`config.mk`:
```
export PLATFORM = sky130hd
export DESIGN_NAME = pause_gen
export DESIGN_NICKNAME = d
export VERILOG_FILES = /design/src/rtl/pause_pkg.sv /design/src/rtl/pause_partner_timer.sv /design/src/rtl/pause_req_ctl.sv /design/src/rtl/pause_frame_tx.sv /design/src/rtl/pause_gen.sv
export SDC_FILE = /design/constraint.sdc
export NUM_CORES = 1
export LEC_CHECK = 0
export ABC_AREA = 1
export BUFFER_PORTS_ARGS = -buffer_cell sky130_fd_sc_hd__buf_2
export CAP_MARGIN = 20
export CORE_MARGIN = 3
export CORE_UTILIZATION = 40
export DETAILED_ROUTE_END_ITERATION = 12
export PLACE_DENSITY = 0.66
export SYNTH_ARGS = -nofsm -noshare
export SYNTH_HDL_FRONTEND = slang
export SYNTH_SLANG_ARGS = --single-unit
```
`constraint.sdc`:
```
create_clock -name clk -period 4.5 [get_ports clk]
set_input_delay 0.225 -clock clk [delete_from_list [all_inputs] [get_ports clk]]
set_output_delay 0.225 -clock clk [all_outputs]
set_load 0.02 [all_outputs]
```
`src/rtl/pause_pkg.sv`:
```
package pause_pkg;
  localparam int TIME_W      = 16;
  localparam int FRAME_BYTES = 64;
  localparam int BODY_BYTES  = 60;
  localparam int IDX_W       = $clog2(FRAME_BYTES);
  localparam logic [47:0] CTRL_DA = 48'h0180C2000001;

  // One byte of reflected CRC-32, LSB of the byte first.
  function automatic logic [31:0] crc32_step(input logic [31:0] c, input logic [7:0] d);
    logic [31:0] r;
    r = c;
    for (int b = 0; b < 8; b++) begin
      if (r[0] ^ d[b]) r = (r >> 1) ^ 32'hEDB88320;
      else             r = r >> 1;
    end
    return r;
  endfunction
endpackage

```
`src/rtl/pause_partner_timer.sv`:
```
module pause_partner_timer #(
  parameter int CNT_W = 22,
  parameter int QS    = 6
) (
  input  logic                          clk,
  input  logic                          rst_n,
  input  logic                          load,
  input  logic [pause_pkg::TIME_W-1:0]  load_quanta,
  input  logic [CNT_W-1:0]              lead,
  output logic                          at_lead
);
  logic [CNT_W-1:0] cnt_q, cnt_d;

  always_comb begin
    cnt_d = cnt_q;
    if (load)                cnt_d = {load_quanta, {QS{1'b0}}};
    else if (cnt_q != '0)    cnt_d = cnt_q - 1'b1;
  end

  always_ff @(posedge clk or negedge rst_n) begin
    if (!rst_n) cnt_q <= '0;
    else        cnt_q <= cnt_d;
  end

  assign at_lead = (lead != '0) && (cnt_q == lead);
endmodule

```
`src/rtl/pause_req_ctl.sv`:
```
module pause_req_ctl #(
  parameter int CNT_W = 22,
  parameter int QS    = 6
) (
  input  logic                          clk,
  input  logic                          rst_n,
  input  logic                          fc_level,
  input  logic                          sw_pause,
  input  logic [pause_pkg::TIME_W-1:0]  pause_quanta,
  input  logic                          xon_off,
  input  logic                          refresh_on,
  input  logic [CNT_W-1:0]              refresh_lead,
  input  logic                          mac_busy,
  input  logic                          tx_active,
  input  logic                          frame_done,
  input  logic [pause_pkg::TIME_W-1:0]  frame_quanta,
  output logic                          start,
  output logic [pause_pkg::TIME_W-1:0]  start_quanta
);
  import pause_pkg::*;

  logic              fc_q;
  logic              pend_q, pend_d;
  logic [TIME_W-1:0] ptime_q, ptime_d;
  logic              rise, fall, at_lead, refresh_req;

  pause_partner_timer #(.CNT_W(CNT_W), .QS(QS)) u_timer (
    .clk         (clk),
    .rst_n       (rst_n),
    .load        (frame_done),
    .load_quanta (frame_quanta),
    .lead        (refresh_lead),
    .at_lead     (at_lead)
  );

  assign rise        = fc_level & ~fc_q;
  assign fall        = ~fc_level & fc_q;
  assign refresh_req = refresh_on & ~xon_off & fc_level & at_lead;
  assign start       = pend_q & ~tx_active & ~mac_busy;
  assign start_quanta = ptime_q;

  // Later assignments take priority: pause > zero-time > refresh.
  always_comb begin
    pend_d  = pend_q;
    ptime_d = ptime_q;
    if (start) pend_d = 1'b0;
    if (refresh_req) begin
      pend_d  = 1'b1;
      ptime_d = pause_quanta;
    end
    if (fall && !xon_off) begin
      pend_d  = 1'b1;
      ptime_d = '0;
    end
    if (rise || sw_pause) begin
      pend_d  = 1'b1;
      ptime_d = pause_quanta;
    end
  end

  always_ff @(posedge clk or negedge rst_n) begin
    if (!rst_n) begin
      fc_q    <= 1'b0;
      pend_q  <= 1'b0;
      ptime_q <= '0;
    end else begin
      fc_q    <= fc_level;
      pend_q  <= pend_d;
      ptime_q <= ptime_d;
    end
  end
endmodule

```
`src/rtl/pause_frame_tx.sv`:
```
module pause_frame_tx (
  input  logic                          clk,
  input  logic                          rst_n,
  input  logic                          start,
  input  logic [pause_pkg::TIME_W-1:0]  start_quanta,
  input  logic [47:0]                   station_mac,
  input  logic                          tx_ready,
  output logic                          tx_valid,
  output logic [7:0]                    tx_data,
  output logic                          tx_last,
  output logic                          frame_done,
  output logic [pause_pkg::TIME_W-1:0]  frame_quanta
);
  import pause_pkg::*;
  localparam logic [IDX_W-1:0] LAST_IDX = IDX_W'(FRAME_BYTES - 1);

  logic              act_q, act_d;
  logic [IDX_W-1:0]  idx_q, idx_d;
  logic [TIME_W-1:0] qt_q, qt_d;
  logic [31:0]       crc_q, crc_d;
  logic [7:0]        byte_c;
  logic              take, at_end;
  int                ii;

  assign take   = act_q & tx_ready;
  assign at_end = (idx_q == LAST_IDX);

  always_comb begin
    ii = int'(idx_q);
    if (ii < 6)                 byte_c = CTRL_DA[8*(5-ii) +: 8];
    else if (ii < 12)           byte_c = station_mac[8*(11-ii) +: 8];
    else if (ii == 12)          byte_c = 8'h88;
    else if (ii == 13)          byte_c = 8'h08;
    else if (ii == 14)          byte_c = 8'h00;
    else if (ii == 15)          byte_c = 8'h01;
    else if (ii == 16)          byte_c = qt_q[15:8];
    else if (ii == 17)          byte_c = qt_q[7:0];
    else if (ii < BODY_BYTES)   byte_c = 8'h00;
    else                        byte_c = ~crc_q[8*(ii-BODY_BYTES) +: 8];
  end

  always_comb begin
    act_d = act_q;
    idx_d = idx_q;
    qt_d  = qt_q;
    crc_d = crc_q;
    if (start) begin
      act_d = 1'b1;
      idx_d = '0;
      qt_d  = start_quanta;
      crc_d = '1;
    end else if (take) begin
      if (at_end) act_d = 1'b0;
      else        idx_d = idx_q + 1'b1;
      if (ii < BODY_BYTES) crc_d = crc32_step(crc_q, byte_c);
    end
  end

  always_ff @(posedge clk or negedge rst_n) begin
    if (!rst_n) begin
      act_q <= 1'b0;
      idx_q <= '0;
      qt_q  <= '0;
      crc_q <= '0;
    end else begin
      act_q <= act_d;
      idx_q <= idx_d;
      qt_q  <= qt_d;
      crc_q <= crc_d;
    end
  end

  assign tx_valid     = act_q;
  assign tx_data      = byte_c;
  assign tx_last      = act_q & at_end;
  assign frame_done   = take & at_end;
  assign frame_quanta = qt_q;
endmodule

```
`src/rtl/pause_gen.sv`:
```
module pause_gen #(
  parameter int QS    = 6,
  parameter int CNT_W = pause_pkg::TIME_W + QS
) (
  input  logic              clk,
  input  logic              rst_n,
  input  logic              fc_level,
  input  logic              sw_pause,
  input  logic [47:0]       station_mac,
  input  logic [15:0]       pause_quanta,
  input  logic              xon_off,
  input  logic              refresh_on,
  input  logic [CNT_W-1:0]  refresh_lead,
  input  logic              mac_busy,
  input  logic              tx_ready,
  output logic              tx_valid,
  output logic [7:0]        tx_data,
  output logic              tx_last
);
  logic        start, frame_done;
  logic [15:0] start_quanta, frame_quanta;

  pause_req_ctl #(.CNT_W(CNT_W), .QS(QS)) u_ctl (
    .clk          (clk),
    .rst_n        (rst_n),
    .fc_level     (fc_level),
    .sw_pause     (sw_pause),
    .pause_quanta (pause_quanta),
    .xon_off      (xon_off),
    .refresh_on   (refresh_on),
    .refresh_lead (refresh_lead),
    .mac_busy     (mac_busy),
    .tx_active    (tx_valid),
    .frame_done   (frame_done),
    .frame_quanta (frame_quanta),
    .start        (start),
    .start_quanta (start_quanta)
  );

  pause_frame_tx u_tx (
    .clk          (clk),
    .rst_n        (rst_n),
    .start        (start),
    .start_quanta (start_quanta),
    .station_mac  (station_mac),
    .tx_ready     (tx_ready),
    .tx_valid     (tx_valid),
    .tx_data      (tx_data),
    .tx_last      (tx_last),
    .frame_done   (frame_done),
    .frame_quanta (frame_quanta)
  );
endmodule

```
# Word-level counts from Yosys, hierarchy flattened
# Index checks and enable logic that the tools add are counted.
# Widths: inputs -> output; s select.
dict set report op_classes {
  n_addsub 5
  order_cmp 3
  eq_ne 9
  shifts 3
  muxes 56
  n_bitwise 32
  reduce_logical 15
}
# op n
set op_table {}
lappend op_table {{$mux 32} 32}
lappend op_table {{$not 13->14} 8}
lappend op_table {{$mux 8} 9}
lappend op_table {{$mux 16} 3}
lappend op_table {{$shiftx 48x32->8} 1}
lappend op_table {{$shiftx 48x32->8 const A} 1}
lappend op_table {{$mux 22} 2}
lappend op_table {{$reduce_bool 22->1} 2}
lappend op_table {{$shiftx 32x32->8} 1}
lappend op_table {{$eq 6x5->1 const B} 4}
lappend op_table {{$eq 22x22->1} 1}
lappend op_table {{$sub 22x1->22 const B} 1}
lappend op_table {{$eq 6x6->1 const B} 3}
lappend op_table {{$mux 6} 3}
lappend op_table {{$and 1x1->1} 10}
lappend op_table {{$not 8->8} 1}
lappend op_table {{$reduce_bool 2->1} 4}
lappend op_table {{$xor 1x1->1} 8}
lappend op_table {{$mux 1} 7}
lappend op_table {{$sub 3x6->7 const A} 1}
lappend op_table {{$sub 4x6->7 const A} 1}
lappend op_table {{$sub 6x6->7 const B} 1}
lappend op_table {{$add 6x1->6 const B} 1}
lappend op_table {{$lt 6x3->1 const B} 1}
lappend op_table {{other kinds (10)} 17}
dict set report word_totals {
  register_bits 95
  in_bits 94
  word_cells 131
}

# Longest topological paths before layout
# Gate-level depths: netlist of run 1.
dict set report logic_depth {
  word_depth 52
  ltp_mapped 24
  mapped_depth_nobuf 22
}

# By module
# Synthesis of run 1 repeated with hierarchy kept, for this count alone.
dict set report unflattened {
  cells_unflattened 1178
  hier_area_um2 7669.9
}
# module instances cells_each area_per_inst_um2 seq_area_each_um2
set modules_own_cells {}
lappend modules_own_cells {pause_frame_tx 1 761 4772.1 1376.3}
lappend modules_own_cells {pause_partner_timer 1 300 1953.1 550.5}
lappend modules_own_cells {pause_req_ctl 1 117 944.7 450.4}

# Worst setup path before layout of run 1
# Ideal clock, no wire load.
dict set report synth_timing {
  path_type {reg-to-reg}
  startpoint {register u_tx.idx_q[2]}
  endpoint {register u_tx.crc_q[16]}
  t_arrival_ns 2.461
  t_required_ns 4.380
  path_slack_ns 1.918
  stages_incl_launch_ff 18
  n_path_buf 2
  period_less_slack_ns 2.582
  path_cell_list {dfrtp_1 > buf_6 > inv_2 > buf_6 > ha_1 > nand2_1 > a21oi_1 > nand2_1 > a21oi_2 > nand2_2 > nand2_1 > nand2_4 > nand2_8 > nand2_8 > xor2_2 > or2_1 > nand3_1 > nand2_1}
}
dict set report synth_via {
  elab_chain_cells 48
  word_cells_on_any_way 66
}
# item line_no
set synth_rtl {}
lappend synth_rtl {{from (decl)} pause_frame_tx.sv:18} ;# logic [IDX_W-1:0] idx_q, idx_d;
lappend synth_rtl {{from (signal assigned)} pause_frame_tx.sv:67} ;# idx_q <= idx_d;
lappend synth_rtl {{$sub 6x6->7} pause_frame_tx.sv:39} ;# else byte_c = ~crc_q[8*(ii-BODY_BYTES) +: 8];
lappend synth_rtl {{$shiftx 32x32->8} pause_frame_tx.sv:39}
lappend synth_rtl {{$not 8->8} pause_frame_tx.sv:39}
lappend synth_rtl {{$mux 8} pause_frame_tx.sv:38} ;# else if (ii < BODY_BYTES) byte_c = 8'h00;
lappend synth_rtl {{$mux 8} pause_frame_tx.sv:37} ;# else if (ii == 17) byte_c = qt_q[7:0];
lappend synth_rtl {{$mux 8} pause_frame_tx.sv:36} ;# else if (ii == 16) byte_c = qt_q[15:8];
lappend synth_rtl {{$mux 8} pause_frame_tx.sv:35} ;# else if (ii == 15) byte_c = 8'h01;
lappend synth_rtl {{$mux 8} pause_frame_tx.sv:34} ;# else if (ii == 14) byte_c = 8'h00;
lappend synth_rtl {{[... 32 more ...]} --}
lappend synth_rtl {{$mux 32} pause_pkg.sv:13} ;# if (r[0] ^ d[b]) r = (r >> 1) ^ 32'hEDB88320;
lappend synth_rtl {{$mux 32} pause_frame_tx.sv:55} ;# if (ii < BODY_BYTES) crc_d = crc32_step(crc_q, byte_c);
lappend synth_rtl {{$mux 32} pause_frame_tx.sv:52} ;# end else if (take) begin
lappend synth_rtl {{$mux 32} pause_frame_tx.sv:47} ;# if (start) begin
lappend synth_rtl {{$mux 32} pause_pkg.sv:13}
lappend synth_rtl {{$mux 32} pause_frame_tx.sv:55}
lappend synth_rtl {{$mux 32} pause_frame_tx.sv:52}
lappend synth_rtl {{$mux 32} pause_frame_tx.sv:47}
lappend synth_rtl {{to (signal assigned)} pause_frame_tx.sv:69} ;# crc_q <= crc_d;
lappend synth_rtl {{to (decl)} pause_frame_tx.sv:20} ;# logic [31:0] crc_q, crc_d;
# Parallel ways exist; a longest one is shown, timed or not. The select of a mux whose other input is x is not followed.
# A chain may end at the register's enable or synchronous reset.

# Worst setup path in the final report of run 1
dict set report layout_timing {
  startpoint {register u_tx.idx_q[2]}
  endpoint {register u_tx.crc_q[21]}
}
dict set report layout_via {
  elab_chain_cells 45
  word_cells_on_any_way 64
}
# item line_no
set layout_rtl {}
lappend layout_rtl {{$sub 6x6->7} pause_frame_tx.sv:39}
lappend layout_rtl {{$shiftx 32x32->8} pause_frame_tx.sv:39}
lappend layout_rtl {{$not 8->8} pause_frame_tx.sv:39}
lappend layout_rtl {{$mux 8} pause_frame_tx.sv:38}
lappend layout_rtl {{$mux 8} pause_frame_tx.sv:37}
lappend layout_rtl {{$mux 8} pause_frame_tx.sv:36}
lappend layout_rtl {{$mux 8} pause_frame_tx.sv:35}
lappend layout_rtl {{$mux 8} pause_frame_tx.sv:34}
lappend layout_rtl {{[... 29 more ...]} --}
lappend layout_rtl {{$mux 32} pause_frame_tx.sv:55}
lappend layout_rtl {{$mux 32} pause_frame_tx.sv:52}
lappend layout_rtl {{$mux 32} pause_frame_tx.sv:47}
lappend layout_rtl {{$not 13->14 (no line)} --}
lappend layout_rtl {{$mux 32} pause_pkg.sv:13}
lappend layout_rtl {{$mux 32} pause_frame_tx.sv:55}
lappend layout_rtl {{$mux 32} pause_frame_tx.sv:52}
lappend layout_rtl {{$mux 32} pause_frame_tx.sv:47}
# Parallel ways exist; a longest one is shown, timed or not. The select of a mux whose other input is x is not followed.

==> results of run 1 <==
## layer usage
metal,up-vias,track usage (%)
met5,-,0
met4,0,6.640
met3,27,3.228
met2,275,34.00
met1,3483,32.04
li1,3775,-
## layout make-up
class                      instances  area, um2  area share (%)
clock buffer                       9      225.2           2.632
clock inverter                     7      97.59           1.141
inverter                         135      511.7           5.981
multi-input combinational        857       4479           52.35
sequential                        95       2377           27.79
tap                              229      286.5           3.349
timing repair buffer             111      578.1           6.756
## final timing paths
kind                                         from                    end  slack (ns)
setup reg to reg                    u_tx.idx_q[2]         u_tx.crc_q[21]        1.09
setup / recovery                    u_tx.idx_q[2]         u_tx.crc_q[21]        1.09
min in group clk                         fc_level             u_ctl.fc_q        0.02
max in group asynchronous                   rst_n   u_tx.frame_quanta[7]        3.56
hold / removal                              rst_n          u_tx.crc_q[9]       -0.04
hold reg to reg            u_ctl.start_quanta[11]  u_tx.frame_quanta[11]        0.49
## critical path, stage by stage, from the launching register on
cell and delay [ns]:
dfrtp_1 0.73, inv_2 0.25, ha_1 0.39, nand2_1 0.06, a21oi_1 0.35, nand2_1 0.13
a21oi_2 0.29, nand3_1 0.18, nand2_4 0.19, nand2_1 0.10, nand2_2 0.11, nand2_1 0.05
nand2_1 0.13, nand2_1 0.09, nand2_1 0.07, nand2_1 0.04, nand3_1 0.07, nand2_1 0.05
## state kept, by name, summed over array words and instances, names as in the netlist
name and cells:
u_ctl.fc_q 1, u_ctl.pend_q 1, u_ctl.start_quanta 16, u_ctl.u_timer.cnt_q 22, u_tx.crc_q 32, u_tx.frame_quanta 16, u_tx.idx_q 6, u_tx.tx_valid 1
## cells by family (layout without fill, tap and decap cells)
| family | after synthesis | count (layout) | synth area share, % |
|---|---|---|---|
| AOI/OAI and AO/OA | 143 | 143 | 10.70 |
| xor gates and xnor gates | 55 | 55 | 6.815 |
| adders and majority gates | 10 | 10 | 1.646 |
| buffers and inverters | 169 | 262 | 9.926 |
| DFF | 95 | 95 | 31.28 |
| and+or+nand+nor | 649 | 649 | 39.64 |
## metrics by stage
step	util, %	instance area [um2]	hold WS, ns	setup slack (ns)	std cells
2_1_floorplan	-	7601	-0.07059	1.918	1121
6_report	46.67	8556	-0.03875	1.087	1443
5_1_grt	46.67	8556	0.02134	0.8415	1443
4_1_cts	46.67	8556	0.005222	1.126	1443
3_5_place_dp	44.91	8233	0.3890	1.137	1427
3_3_place_gp	44.91	8233	0.3878	1.148	1427
## synth_stat cells (2+ instances only)
cell type,number
a21oi_1,14
nand4_1,10
nor2_2,2
inv_2,6
or2_1,2
nand2_4,10
dfrtp_1,95
a21oi_2,4
nor2_1,62
o21ai_1,8
nor2_4,3
nand2_2,27
xnor2_1,12
xor2_1,39
inv_4,2
o21ai_0,85
clkbuf_1,11
or4_1,2
o21a_1,7
ha_1,10
o22ai_1,11
nor3_1,7
clkinv_1,2
nand3_2,9
nand3_4,3
o211ai_1,2
buf_6,11
a221oi_1,2
nor4_1,11
nand2_1,364
o221ai_1,2
buf_2,6
nand3_1,127
inv_1,125
xor2_2,3
or2_2,6
buf_4,4
o31ai_1,3
nand2_8,3
==> metrics list, run 1 <==
* Run status: finished, violations left
- The final reports fail on hold timing.
- Hold timing on the final database bottoms out at a slack of -0.03875 ns.
* Fraction of synthesized cell area taken by the top area cell type: between 30% and 40%
- Setup repair after global routing left no endpoint under its margin.
* Cell area after synthesis: 7601 um2
* Most frequent cells in the layout: nand2_1, nand3_1, inv_1
- The die is 143.9 um wide.
* Worst-case clock skew: 0.01046 ns
* Final count of negative-setup-slack endpoints: 0
- Endpoint required time on the critical path: 4.75 ns
* Clock transition at the registers of the reported paths: 0.08 ns
* Vias in the first global route: approximately 7,100
- Growth of design area from synthesis to finish: 12.56%
* Most frequent standard cell in the layout excluding fill and tap cells: nand2_1
- No sink is reached through more buffers than the 2 on the longest clock path.
- The max-slew violation count came to 0.
- The detail route stage leaves a number of antenna-violating nets equal to 0.
* TritonCTS clock tree: yes
* Wire length of the first global-routing pass: 36.54 mm
* FMAX: slightly below 0.3 GHz
- Kind of launch point of the worst setup path: flip-flop
* Top-level port count: 104
- The number of failing hold endpoints at the final stage came to 52.
- Worst-Margin Slew: 0.8749 ns
- Initial cell density of the core: 41.46%
- The number of cells on the worst reg-to-reg path is 17.
- Clock latency on the worst-skew pair, taken at its later pin, is 0.36 ns.
* Setup TNS: 0 ns
- Count of distinct cell types in the synthesized netlist: 48
- Across every metal layer, demand over resource in global routing totals between 20% and 30%.
- Number of antenna violations at the first check in global routing: 0
* Final estimated routing congestion in global placement: about 0.96
- In this run, the number of DRC markers left after iteration 0 of detailed routing was 683.
* Area of the die: 20,690 um2
* Grt ovf: 0
- For this run, design rule violations remaining after detail routing come to 0.
- Via count normalized by instance count: 5.239
- Placeable core region: around 18,000 um2
- The path class of the tightest hold or removal check is in2async.
- The number of antenna diodes in the final layout is 0.
- Wire length the detailed router placed on met1: 10.58 mm
- Largest net degree at the start of global routing: 63
* Nets@finish: 1,313
- Shortest clock period the worst path allows after layout: 3.413 ns
* Register area share after synthesis: 31.28%
- Drt pass-1 iters: 6
- Net Count, Synth: 1,225
* Count of synthesis-stage warnings from yosys: 0
- Post-synth EDFFs: 0
- The synthesized design contains 95 register bits.
- STA classifies the critical path endpoint as a flip-flop.
* Clock Sinks: 95
- In the detailed route, the total length drawn on met2 is 9.727 mm.
* Post-CTS setup buffer count: 0
* Area leader, netlist: dfrtp_1
* Max layer used: met4
- Vias post-DR: between 7,000 and 8,000
- In the synthesized netlist the dominant register cell turns out to be dfrtp_1.
- Number of hold buffers added after cts: 0
* Metal3 WL: 1.566 mm
- Counting the buffers created by CTS gives 9.
* Resized Gates After CTS: 0
* Standard-cell row count: 49
- In this run the clock root is driven by a clkbuf_16.
* Slew Limit Headroom: about two fifths
* Kind of critical path: reg2reg
* MaxCap Viol Count: 0
- After detailed routing, the average wire length per cell comes to roughly 15 um.
- Die height: ~140 um
- In this run the tool buffered the top-level ports with 103 buffer cells.
* Share of cells above drive strength 1: about 17%
- Top area cells in the synthesized netlist: dfrtp_1, nand2_1, nand3_1
* Crit path DAT: 3.67 ns
- Ys async rst share: 100.0%
- The routed design has 22.29 mm of wire.
- FILL cells: 1,861
* Period Utilization, post-route: 75.84%
- Detailed placement HPWL: 16.87 mm
- The cell count after synthesis came out at roughly 1,100.
- A synthesized cell averages 6.781 um2.
* Number of H-tree levels: 3
- Maximum fanout along the worst path: 14
Power of run 1 is left out: the tool's default activity adds up to more than one toggle a clock period on the data nets, which glitch-free logic cannot reach.
==> inputs of run 2 (changes only) <==
- ABC_AREA: 1 -> 0
- PLACE_DENSITY: 0.66 -> 0.69
- clock period: 4.5 -> 2.84 ns (I/O delays scaled with it)
==> metrics list, run 2 <==
* Internal reg-to-reg setup slack: -0.09 ns
- Maximum fanout along the worst path: 9
- Hold Path Origin: pause_quanta[0]
* Hold violation total from the final report: 0
* Average cell area after synthesis: 9.808 um2
- Number of H-tree levels: 3
* Unrepaired setup endpoints after global routing: true
* Period Utilization, post-route: 103.3%
* Overall track demand over capacity in global routing: approximately a fifth
- Setup violations remaining at the end of the flow were counted as 17.
- CP Cell Sequence: buf_12, mux4_2, a21oi_1, o211ai_1, o221a_4, xnor2_4, xnor2_4, buf_6, xnor2_4, xor2_1, a21oi_1
* Largest net degree at the start of global routing: 96
- Share of cells above drive strength 1: 39.75%
* Violations in the final reports: setup timing
- DRT antenna net count: 0
- Final estimated routing congestion in global placement: 0.8758
* Post-synth EDFFs: 0
- Worst Reg2Reg Path Length in Cells: 11
* Endpoint of the worst-slack reg-to-reg timing path: u_tx.crc_q[4]
- Port Buffer Count: between 100 and 150
- Run status: finished, violations left
- Count leader, synth: dfrtp_1
- The first global-routing pass estimated roughly 30 mm of wire.
- Largest delay share family, worst path: XOR/XNOR gates
- The mapped netlist covers roughly 6600 um2.
- In the final design database the tool counted a little under 1,000 nets.
* Register area share after synthesis: 35.86%
* Kind of critical path: reg2reg
* Kind of launch point of the worst setup path: flip-flop
- The tool flagged a number of max-cap violations equal to 0.
* Number of antenna violations at the first check in global routing: 1
- Root buffer cell: clkbuf_16
* Number of design-rule violations left by the first detailed-router iteration: 306
* Count of pins over their slew limit: 0
- Clock insertion delay at the later pin of the skew report: around 0.35 ns
- The startpoint identified for the worst register-to-register timing path is u_tx.idx_q[0].
- Area of the die: 18,160 um2
* Fraction of synthesized cell area taken by the top area cell type: 35.86%
- Leaving out fill and tap cells, the most frequent cell in the layout is buf_2.
* Cell seen most often among critical-path stages: xnor2_4
- Inserted Clock Buffers: 9
* Slew Limit Headroom: 61.43%
- For this run, the slowest stage of the critical path takes 0.51 ns.
* Largest reg by FF count: u_tx.crc_q
- Relative to the synthesized area, the layout overhead comes to 37.20%.
- First element of the critical path: u_tx.idx_q[0]
- Endpoint required time on the critical path: 3.05 ns
- Count of synthesis-stage warnings from yosys: 0
- The via count of the first global-routing pass was 5,723.
- Between clock sinks in the finished design, the worst skew comes to roughly 0.012 ns.
- Synthesis produced a netlist whose cell count is about 680.
* Maximum root-to-sink buffer count: 2
* Diode count: 0
* DRC violations left: 0
- Via count normalized by instance count: 5.238
- At the worst endpoint, the arrival time is 3.14 ns.
* Hold path cells: 3
- TritonCTS clock tree: yes
* Routed wire length: 18.62 mm
- After detailed routing, the average wire length per cell comes to 16.95 um.
* Final worst hold slack: 0.01404 ns
- In the final layout, the registers with the most flip-flops are u_tx.crc_q (32), u_ctl.u_timer.cnt_q (22).
- Vias post-DR: 5,757
* Critical path buffers and inverters: 2
* Clock transition at the registers of the reported paths: 0.08 ns
* Area leader, netlist: dfrtp_1
- Counting every sink on the clock net gives 95.
- The worst hold path terminates at u_ctl.start_quanta[0].
- Detailed placement finished with a half-perimeter wire length of 13.45 mm.
* Number of flip-flops under the largest register name: 32
- Most frequent cells in the layout: buf_2, buf_4, dfrtp_1
* Net Count, Synth: 780
- Grt ovf: 0
- Drt pass-1 iters: 4
* Crit path max-delay cell type: mux4_2
- After synthesis the netlist holds a flip-flop and latch count of 95.
- Standard-cell row count: 46
- Worst-Margin Slew: roughly 0.57 ns
* Critical Path End Type: flip-flop
- In the synthesized netlist the dominant register cell turns out to be dfrtp_1.
- The die is 134.7 um tall.
- The floorplan step set the die width to 134.7 um.
* FMAX: 0.3410 GHz
- Crit path setup slack, layout: -0.09252 ns
- The path class of the tightest hold or removal check is in2reg.
- Initial cell density of the core: 41.29%
- Top-level port count: 104
- For this run, asynchronously set or reset flops after synthesis account for 100.0%.
- FILL cells: 1,328
* Count of distinct cell types in the synthesized netlist: between 60 and 70
- By count the netlist is led by dfrtp_1, nand2_1, xnor2_1.
- The smallest clock period supported by the final layout is computed as ~2.9 ns.
* Placeable core region: 16,060 um2
- Top area cells in the synthesized netlist: dfrtp_1, xnor2_1, xor2_1
==> run 2: changes by cell type after synthesis, moves of 10 or more <==
cell      before  now
nor3_1         7   41
a21oi_1       14   48
nand2_1      364   69
nand3_1      127    7
inv_1        125   17
xnor2_1       12   58
clkbuf_1      11   25
nor2_1        62   34
mux2_2         0   11
o21ai_0       85   45
mux2i_1        0   23
nand2_4       10    0
nand2_2       27    0
==> run 2: cell type report <==
cell class              count  area [um2]  share of cell area, %
flip-flops and latches     95        2384                  26.20
repair buffers            228        1658                  18.23
well taps                 216       270.3                  2.971
clock buffers               9       225.2                  2.476
multi-input cells         527        4398                  48.35
clock inverters             7       92.59                  1.018
inverters                  17       68.82                 0.7565
==> run 2: worst max-delay path by stage <==
stage	endpoint	slack (ns)	cells after the start
2_1_floorplan	u_tx.crc_q[19]	-0.26	14
3_3_place_gp	u_tx.crc_q[18]	-0.20	11
3_5_place_dp	u_tx.crc_q[18]	-0.24	11
4_1_cts	u_tx.crc_q[17]	-0.1	12
5_1_grt	u_tx.crc_q[17]	-0.20	11
6_report	u_tx.crc_q[4]	-0.09	11
==> run 2: worst min-delay path: stages <==
cell	delay [ns]
buf_2	0.09
nand2_1	0.04
o21ai_0	0.06
==> run 2: cells by family after synthesis <==
family	after synthesis	synth area share, %
simple gates	213	16.19
compound gates	147	14.38
xor+xnor	114	19.19
flops	95	35.86
buf+inv	54	3.982
mux	43	8.511
fa+ha+maj	10	1.887
==> run 2: metal layers <==
metal | vias up | part of all wire (%) | track usage, %
li1 | 2802 | - | -
met1 | 2817 | 43 | 27.01
met2 | 108 | 51 | 33.94
met3 | 28 | 3.8 | 4.024
met4 | 2 | 1.9 | 6.618
met5 | - | 0.070 | 0
==> run 2: through the flow <==
step / worst slack, ns / TNS (ns) / instances / util [%] / area [um2]
after floorplan: -0.2578 / -2.605 / 676 / - / 6780
after global placement: -0.2018 / -2.602 / 1053 / 50.92 / 8177
after detailed placement: -0.2441 / -2.402 / 1053 / 50.92 / 8177
after CTS: -0.09987 / -0.3446 / 1083 / 54.56 / 8761
after global routing: -0.1994 / -2.952 / 1099 / 56.65 / 9096
final: -0.09252 / -0.8339 / 1099 / 56.65 / 9096
==> run 2: what timing repair did <==
| action | 4_1_cts | 5_1_grt |
|---|---|---|
| resized for setup | 36 | 37 |
| hold endpoints to repair | 96 | 0 |
| pin swaps | 28 | 34 |
| buffers inserted | 12 | 16 |
| endpoints found under the setup margin | 25 | 33 |
| hold buffers | 2 | 0 |
Power of run 2 is left out for the same reason.
